$ cat config.mk
export PLATFORM = sky130hd
export DESIGN_NAME = adc_cfg_spi
export DESIGN_NICKNAME = d
export VERILOG_FILES = /design/src/rtl/adc_cfg_spi_pkg.sv /design/src/rtl/adc_cfg_spi_ctrl.sv /design/src/rtl/adc_cfg_spi_regs.sv /design/src/rtl/adc_cfg_spi.sv
export SDC_FILE = /design/constraint.sdc
export NUM_CORES = 1
export LEC_CHECK = 0
export BUFFER_PORTS_ARGS = -buffer_cell sky130_fd_sc_hd__clkbuf_2
export CORE_MARGIN = 2
export CORE_UTILIZATION = 35
export DETAILED_ROUTE_END_ITERATION = 8
export HOLD_SLACK_MARGIN = 0.12
export PLACE_DENSITY = 0.56
export SLEW_MARGIN = 20
export SYNTH_ARGS = -nofsm -noshare
export SYNTH_HDL_FRONTEND = slang
export SYNTH_HIERARCHICAL = 1
export SYNTH_SLANG_ARGS = --single-unit
$ cat constraint.sdc
create_clock -name clk -period 4.5 [get_ports clk]
set_clock_uncertainty 0.15 [all_clocks]
set_input_delay 0.225 -clock clk [delete_from_list [all_inputs] [get_ports clk]]
set_output_delay 0.225 -clock clk [all_outputs]
set_load 0.05 [all_outputs]
$ cat src/rtl/adc_cfg_spi_pkg.sv
package adc_cfg_spi_pkg;

  localparam int ADDR_W  = 13;
  localparam int INSTR_W = 16;
  localparam int BYTE_W  = 8;

  // bit of the chip configuration byte that selects LSB-first order
  localparam int LSB_BIT = 6;

  localparam logic [ADDR_W-1:0] ADR_CHIPCFG = 13'h000;
  localparam logic [ADDR_W-1:0] ADR_IDENT   = 13'h001;
  localparam logic [ADDR_W-1:0] ADR_POWER   = 13'h008;
  localparam logic [ADDR_W-1:0] ADR_TESTPAT = 13'h00D;
  localparam logic [ADDR_W-1:0] ADR_FORMAT  = 13'h014;

  typedef enum logic [1:0] {
    PH_IDLE,
    PH_INSTR,
    PH_DATA,
    PH_DONE
  } phaseT;

  typedef struct packed {
    logic              wrStb;
    logic [ADDR_W-1:0] wrAddr;
    logic [BYTE_W-1:0] wrData;
  } regReqT;

endpackage

$ cat src/rtl/adc_cfg_spi_ctrl.sv
module adc_cfg_spi_ctrl
  import adc_cfg_spi_pkg::*;
#(
  parameter int SYNC_STAGES = 2
) (
  input  logic              clk,
  input  logic              rstN,
  input  logic              spiSclk,
  input  logic              spiCsN,
  input  logic              sdioIn,
  input  logic              lsbFirst,
  input  logic [BYTE_W-1:0] rdData,
  output regReqT            req,
  output logic [ADDR_W-1:0] rdAddr,
  output logic              sdioOut,
  output logic              sdioOe
);

  localparam logic [3:0] INSTR_LAST = 4'(INSTR_W - 1);
  localparam logic [3:0] BYTE_LAST  = 4'(BYTE_W - 1);

  logic [SYNC_STAGES-1:0] csPipe, sclkPipe, sdiPipe;
  logic csS, sclkS, sdiS, sclkLast, csLast;
  logic sclkRise, sclkFall;

  always_ff @(posedge clk or negedge rstN) begin
    if (!rstN) begin
      csPipe   <= '1;
      sclkPipe <= '0;
      sdiPipe  <= '0;
      sclkLast <= 1'b0;
      csLast   <= 1'b1;
    end else begin
      csPipe   <= {csPipe[SYNC_STAGES-2:0], spiCsN};
      sclkPipe <= {sclkPipe[SYNC_STAGES-2:0], spiSclk};
      sdiPipe  <= {sdiPipe[SYNC_STAGES-2:0], sdioIn};
      sclkLast <= sclkS;
      csLast   <= csS;
    end
  end

  assign csS   = csPipe[SYNC_STAGES-1];
  assign sclkS = sclkPipe[SYNC_STAGES-1];
  assign sdiS  = sdiPipe[SYNC_STAGES-1];

  assign sclkRise = ~csS & sclkS & ~sclkLast;
  assign sclkFall = ~csS & ~sclkS & sclkLast;

  phaseT             phase;
  logic [3:0]        bitCnt;
  logic [1:0]        byteCnt;
  logic [1:0]        lenCode;
  logic              isRead;
  logic              loadTx;
  logic [INSTR_W-1:0] instrSh, instrNext;
  logic [BYTE_W-1:0]  dataSh, dataNext, txByte;
  logic [ADDR_W-1:0]  curAddr;
  logic              lastByte;

  assign instrNext = lsbFirst ? {sdiS, instrSh[INSTR_W-1:1]} : {instrSh[INSTR_W-2:0], sdiS};
  assign dataNext  = lsbFirst ? {sdiS, dataSh[BYTE_W-1:1]}   : {dataSh[BYTE_W-2:0], sdiS};
  assign lastByte  = (lenCode != 2'b11) && (byteCnt == lenCode);
  assign rdAddr    = curAddr;

  always_ff @(posedge clk or negedge rstN) begin
    if (!rstN) begin
      phase   <= PH_IDLE;
      bitCnt  <= '0;
      byteCnt <= '0;
      lenCode <= '0;
      isRead  <= 1'b0;
      loadTx  <= 1'b0;
      instrSh <= '0;
      dataSh  <= '0;
      txByte  <= '0;
      curAddr <= '0;
      req     <= '0;
      sdioOut <= 1'b0;
      sdioOe  <= 1'b0;
    end else begin
      req.wrStb <= 1'b0;
      loadTx    <= 1'b0;
      if (loadTx) txByte <= rdData;
      if (csS) begin
        phase  <= PH_IDLE;
        bitCnt <= '0;
        sdioOe <= 1'b0;
      end else if (sclkRise) begin
        unique case (phase)
          PH_IDLE, PH_INSTR: begin
            instrSh <= instrNext;
            if (bitCnt == INSTR_LAST) begin
              phase   <= PH_DATA;
              bitCnt  <= '0;
              byteCnt <= '0;
              isRead  <= instrNext[INSTR_W-1];
              lenCode <= instrNext[INSTR_W-2:INSTR_W-3];
              curAddr <= instrNext[ADDR_W-1:0];
              loadTx  <= instrNext[INSTR_W-1];
            end else begin
              phase  <= PH_INSTR;
              bitCnt <= bitCnt + 4'd1;
            end
          end
          PH_DATA: begin
            dataSh <= dataNext;
            if (bitCnt == BYTE_LAST) begin
              bitCnt  <= '0;
              curAddr <= curAddr + 1'b1;
              if (!isRead) begin
                req.wrStb  <= 1'b1;
                req.wrAddr <= curAddr;
                req.wrData <= dataNext;
              end
              if (lastByte) begin
                phase  <= PH_DONE;
                sdioOe <= 1'b0;
              end else begin
                byteCnt <= byteCnt + 2'd1;
                loadTx  <= isRead;
              end
            end else begin
              bitCnt <= bitCnt + 4'd1;
            end
          end
          default: ;
        endcase
      end else if (sclkFall && phase == PH_DATA && isRead) begin
        sdioOe  <= 1'b1;
        sdioOut <= lsbFirst ? txByte[bitCnt[2:0]] : txByte[3'd7 - bitCnt[2:0]];
      end
    end
  end


  oe_release_chk: assert property (@(posedge clk) disable iff (!rstN)
    csS |=> !sdioOe);


  oe_phase_chk: assert property (@(posedge clk) disable iff (!rstN)
    sdioOe |-> (isRead && phase == PH_DATA));


  no_idle_write_chk: assert property (@(posedge clk) disable iff (!rstN)
    (csS && csLast) |-> !req.wrStb);


  done_quiet_chk: assert property (@(posedge clk) disable iff (!rstN)
    (phase == PH_DONE) |=> !req.wrStb);


  bit_range_chk: assert property (@(posedge clk) disable iff (!rstN)
    (phase == PH_DATA) |-> (bitCnt <= BYTE_LAST));

endmodule

$ cat src/rtl/adc_cfg_spi_regs.sv
module adc_cfg_spi_regs
  import adc_cfg_spi_pkg::*;
#(
  parameter logic [BYTE_W-1:0] CHIP_ID     = 8'h4C,
  parameter int                PWR_W       = 2,
  parameter int                PAT_W       = 4,
  parameter int                FMT_W       = 3,
  parameter logic [FMT_W-1:0]  FMT_DEFAULT = 3'b001
) (
  input  logic              clk,
  input  logic              rstN,
  input  regReqT            req,
  input  logic [ADDR_W-1:0] rdAddr,
  output logic [BYTE_W-1:0] rdData,
  output logic              lsbFirst,
  output logic [PWR_W-1:0]  powerDown,
  output logic [PAT_W-1:0]  testPattern,
  output logic [FMT_W-1:0]  outFormat
);

  logic isMapped;

  always_ff @(posedge clk or negedge rstN) begin
    if (!rstN) begin
      lsbFirst    <= 1'b0;
      powerDown   <= '0;
      testPattern <= '0;
      outFormat   <= FMT_DEFAULT;
    end else if (req.wrStb) begin
      case (req.wrAddr)
        ADR_CHIPCFG: lsbFirst    <= req.wrData[LSB_BIT];
        ADR_POWER:   powerDown   <= req.wrData[PWR_W-1:0];
        ADR_TESTPAT: testPattern <= req.wrData[PAT_W-1:0];
        ADR_FORMAT:  outFormat   <= req.wrData[FMT_W-1:0];
        default: ;
      endcase
    end
  end

  always_comb begin
    rdData = '0;
    case (rdAddr)
      ADR_CHIPCFG: rdData[LSB_BIT]     = lsbFirst;
      ADR_IDENT:   rdData              = CHIP_ID;
      ADR_POWER:   rdData[PWR_W-1:0]   = powerDown;
      ADR_TESTPAT: rdData[PAT_W-1:0]   = testPattern;
      ADR_FORMAT:  rdData[FMT_W-1:0]   = outFormat;
      default: ;
    endcase
  end

  assign isMapped = (req.wrAddr == ADR_CHIPCFG) || (req.wrAddr == ADR_POWER) ||
                    (req.wrAddr == ADR_TESTPAT) || (req.wrAddr == ADR_FORMAT);


  open_write_chk: assert property (@(posedge clk) disable iff (!rstN)
    (req.wrStb && !isMapped) |=> $stable({lsbFirst, powerDown, testPattern, outFormat}));


  fmt_write_chk: assert property (@(posedge clk) disable iff (!rstN)
    (req.wrStb && req.wrAddr == ADR_FORMAT) |=> (outFormat == $past(req.wrData[FMT_W-1:0])));


  pat_write_chk: assert property (@(posedge clk) disable iff (!rstN)
    (req.wrStb && req.wrAddr == ADR_TESTPAT) |=> (testPattern == $past(req.wrData[PAT_W-1:0])));

endmodule

$ cat src/rtl/adc_cfg_spi.sv
module adc_cfg_spi
  import adc_cfg_spi_pkg::*;
#(
  parameter int                SYNC_STAGES = 2,
  parameter logic [BYTE_W-1:0] CHIP_ID     = 8'h4C,
  parameter int                PWR_W       = 2,
  parameter int                PAT_W       = 4,
  parameter int                FMT_W       = 3,
  parameter logic [FMT_W-1:0]  FMT_DEFAULT = 3'b001
) (
  input  logic             clk,
  input  logic             rstN,
  input  logic             spiSclk,
  input  logic             spiCsN,
  input  logic             sdioIn,
  output logic             sdioOut,
  output logic             sdioOe,
  output logic [PWR_W-1:0] powerDown,
  output logic [PAT_W-1:0] testPattern,
  output logic [FMT_W-1:0] outFormat
);

  regReqT            req;
  logic [ADDR_W-1:0] rdAddr;
  logic [BYTE_W-1:0] rdData;
  logic              lsbFirst;

  adc_cfg_spi_ctrl #(
    .SYNC_STAGES(SYNC_STAGES)
  ) i_ctrl (
    .clk     (clk),
    .rstN    (rstN),
    .spiSclk (spiSclk),
    .spiCsN  (spiCsN),
    .sdioIn  (sdioIn),
    .lsbFirst(lsbFirst),
    .rdData  (rdData),
    .req     (req),
    .rdAddr  (rdAddr),
    .sdioOut (sdioOut),
    .sdioOe  (sdioOe)
  );

  adc_cfg_spi_regs #(
    .CHIP_ID    (CHIP_ID),
    .PWR_W      (PWR_W),
    .PAT_W      (PAT_W),
    .FMT_W      (FMT_W),
    .FMT_DEFAULT(FMT_DEFAULT)
  ) i_regs (
    .clk        (clk),
    .rstN       (rstN),
    .req        (req),
    .rdAddr     (rdAddr),
    .rdData     (rdData),
    .lsbFirst   (lsbFirst),
    .powerDown  (powerDown),
    .testPattern(testPattern),
    .outFormat  (outFormat)
  );

endmodule

==> impl_results.md <==
- Most common cell after layout, fill and taps aside: dfrtp_1
- Syn Area/Cell: 11.0 µm²
- Root Buffer: clkbuf_16
- Mean routed wirelength per cell: 15.2 µm
- Highest clock rate: 384 MHz
- First-pass GRT wire length: 15.6 mm
- Vias per cell: 5.21
- Die H: 120 µm
- DRT iter0 DRCs: 218
- First-pass DRT Iterations: 4
- Num rows: 42
- Antenna viol nets, final: 0
- Endpoints failing setup: 0
- Final WL: 9.38 mm
- Buf+Inv Stages, Crit Path: 0
- CP max-delay cell: nor3_2
- Nets: 441
- Clock sink total: 95
- Final min period: 2.61 ns
- Uppermost routed layer: met4
- Largest net degree at the start of global routing: 75
- Cell Chain, Critical Path: ha_1 > nand2_1 > nor3_2 > nand2_4 > mux2_4
- Type of the most critical hold path: reg -> reg
- Hold Crit Depth: 0
- Filler cells: 1257
- Status: finished clean
- Reg2reg start: i_ctrl/bitCnt[0]
- Utilization after layout: 39.6%
- CP max stage delay: 0.63 ns
- Diode count: 0
- Die area: 14400 µm²
- R2R Path End: i_ctrl/req[19]
- Hold Buf Count CTS: 4
- Num CTS Buffers: 9
- Most frequent cells in the layout: dfrtp_1 (92), a21oi_1 (51), nor2_1 (48)
- P&R area growth vs syn: 10.6%
- Rel. slew slack: 37.7%
- Vias in the first global route: 2999
- PwrDens: 332 nW/µm²
- Unrepaired setup endpoints after global routing: no
- Family with the most delay on the worst path: simple AND/OR/NAND/NOR gates
- Crit-path max FO: 14
- Reg2Reg Depth: 5
- Setup bufs post-CTS: 0
- Crit path kind: reg -> reg
- CTS resizes: 0
- DP Wirelength: 6.44 mm
- Initial antenna violation count: 0
- Final setup TNS: 0 ns
- Die width: 120 µm
- Crit. End Element: register
- Routed length on met3: 316 µm
- I/O Buffers: 15
- Initial Utilization: 35.8%
- Final Cycle Share: 57.9%
- Leakage: 2.36 nW
- Fin. Hold Viols: 0
- Max Slew Vio Count: 0
- CTS max path bufs: 2
- Peak supply drop: 0.153 mV
- # IOs: 16
- Latest clock arrival within the worst-skew pair: 0.34 ns
- Critical Path RT: 4.57 ns
- Via count: 3204
- Metal2 WL: 4.32 mm
- Met1 Wirelength: 4.60 mm
- Slew @ Worst Pin: 0.935 ns
- Slack of the worst reg-to-reg path: 1.89 ns
- Post-synthesis cell count: 428
- Detailed-route DRC error count: 0
- GRT Resource Usage Total: 13.7%
- CTS HTree Levels: 3
- Clk slew on worst S/H paths: 0.06 ns
- Synthesis Warnings: 6
- Worst Hold End: i_ctrl/sdiPipe[1]
- GPL Wtd Cong: 0.783
- Hold Crit Start: i_ctrl/sdiPipe[0]
- Critical path arrival: 2.68 ns
- Overflow after GRT: 0
- Max-cap violation count: 0
- Cell area after synthesis: 4720 µm²
- Crit start category: register
- Placeable Area: 13200 µm²
- CTS tree: yes
- Share of cells above drive strength 1: 19.8%
[flip-flops by register name, summed over array words and instances, names as in the netlist, 2 cells and up]
register / count
i_ctrl/sdiPipe: 2
i_regs/testPattern: 4
i_ctrl/instrSh: 16
i_ctrl/bitCnt: 4
i_ctrl/dataSh: 8
i_ctrl/lenCode: 2
i_ctrl/byteCnt: 2
i_ctrl/txByte: 8
i_regs/outFormat: 3
i_ctrl/rdAddr: 13
i_regs/powerDown: 2
i_ctrl/csPipe: 2
i_ctrl/phase: 2
i_ctrl/sclkPipe: 2
i_ctrl/req: 19
[routing by layer]
layer,GRT usage [%],up-vias
met3,2.55,10
met5,0,-
met2,20.6,48
met1,19.5,1565
li1,-,1581
met4,5.51,0
[power by group]
group | switching (mW) | total [mW] | internal, mW
registers | 0.0316 | 0.927 | 0.895
clock network | 0.297 | 0.687 | 0.390
logic | 0.0725 | 0.120 | 0.0479
total | 0.401 | 1.73 | 1.33
[stage by stage]
| stage | power, mW | instances | setup WS (ns) | area (µm²) | hold slack [ns] |
|---|---|---|---|---|---|
| final | 1.73 | 615 | 1.89 | 5230 | 0.198 |
| after global routing | 1.82 | 615 | 1.68 | 5230 | 0.206 |
| after CTS | 1.77 | 615 | 1.90 | 5220 | 0.199 |
| after detailed placement | 1.06 | 595 | 1.93 | 4910 | 0.170 |
| after global placement | 1.06 | 595 | 2.00 | 4910 | 0.172 |
| after floorplan | 1.02 | 430 | 2.61 | 4730 | -0.221 |
[worst max path at each step]
| stage | from | endpoint | slack [ns] | cells past startpoint |
|---|---|---|---|---|
| floorplan | i_ctrl/csPipe[1] | i_ctrl/req[14] | 2.61 | 6 |
| global placement | i_ctrl/bitCnt[0] | i_ctrl/req[17] | 2.00 | 5 |
| detailed placement | i_ctrl/bitCnt[0] | i_ctrl/req[20] | 1.93 | 5 |
| CTS | i_ctrl/bitCnt[0] | i_ctrl/req[19] | 1.90 | 5 |
| global route | i_ctrl/bitCnt[0] | i_ctrl/req[19] | 1.68 | 5 |
| finish | i_ctrl/bitCnt[0] | i_ctrl/req[19] | 1.89 | 5 |
[area by class of cell]
class	instances	area [µm²]	area share, %
inverters	2	7.51	0.144
well taps	176	220	4.21
flip-flops and latches	95	2380	45.6
clock inverters	1	5.00	0.0958
multi-input cells	302	2200	42.1
repair buffers	24	155	2.97
clock buffers	15	258	4.93
No activity file was read; power rests on OpenSTA's default activity.
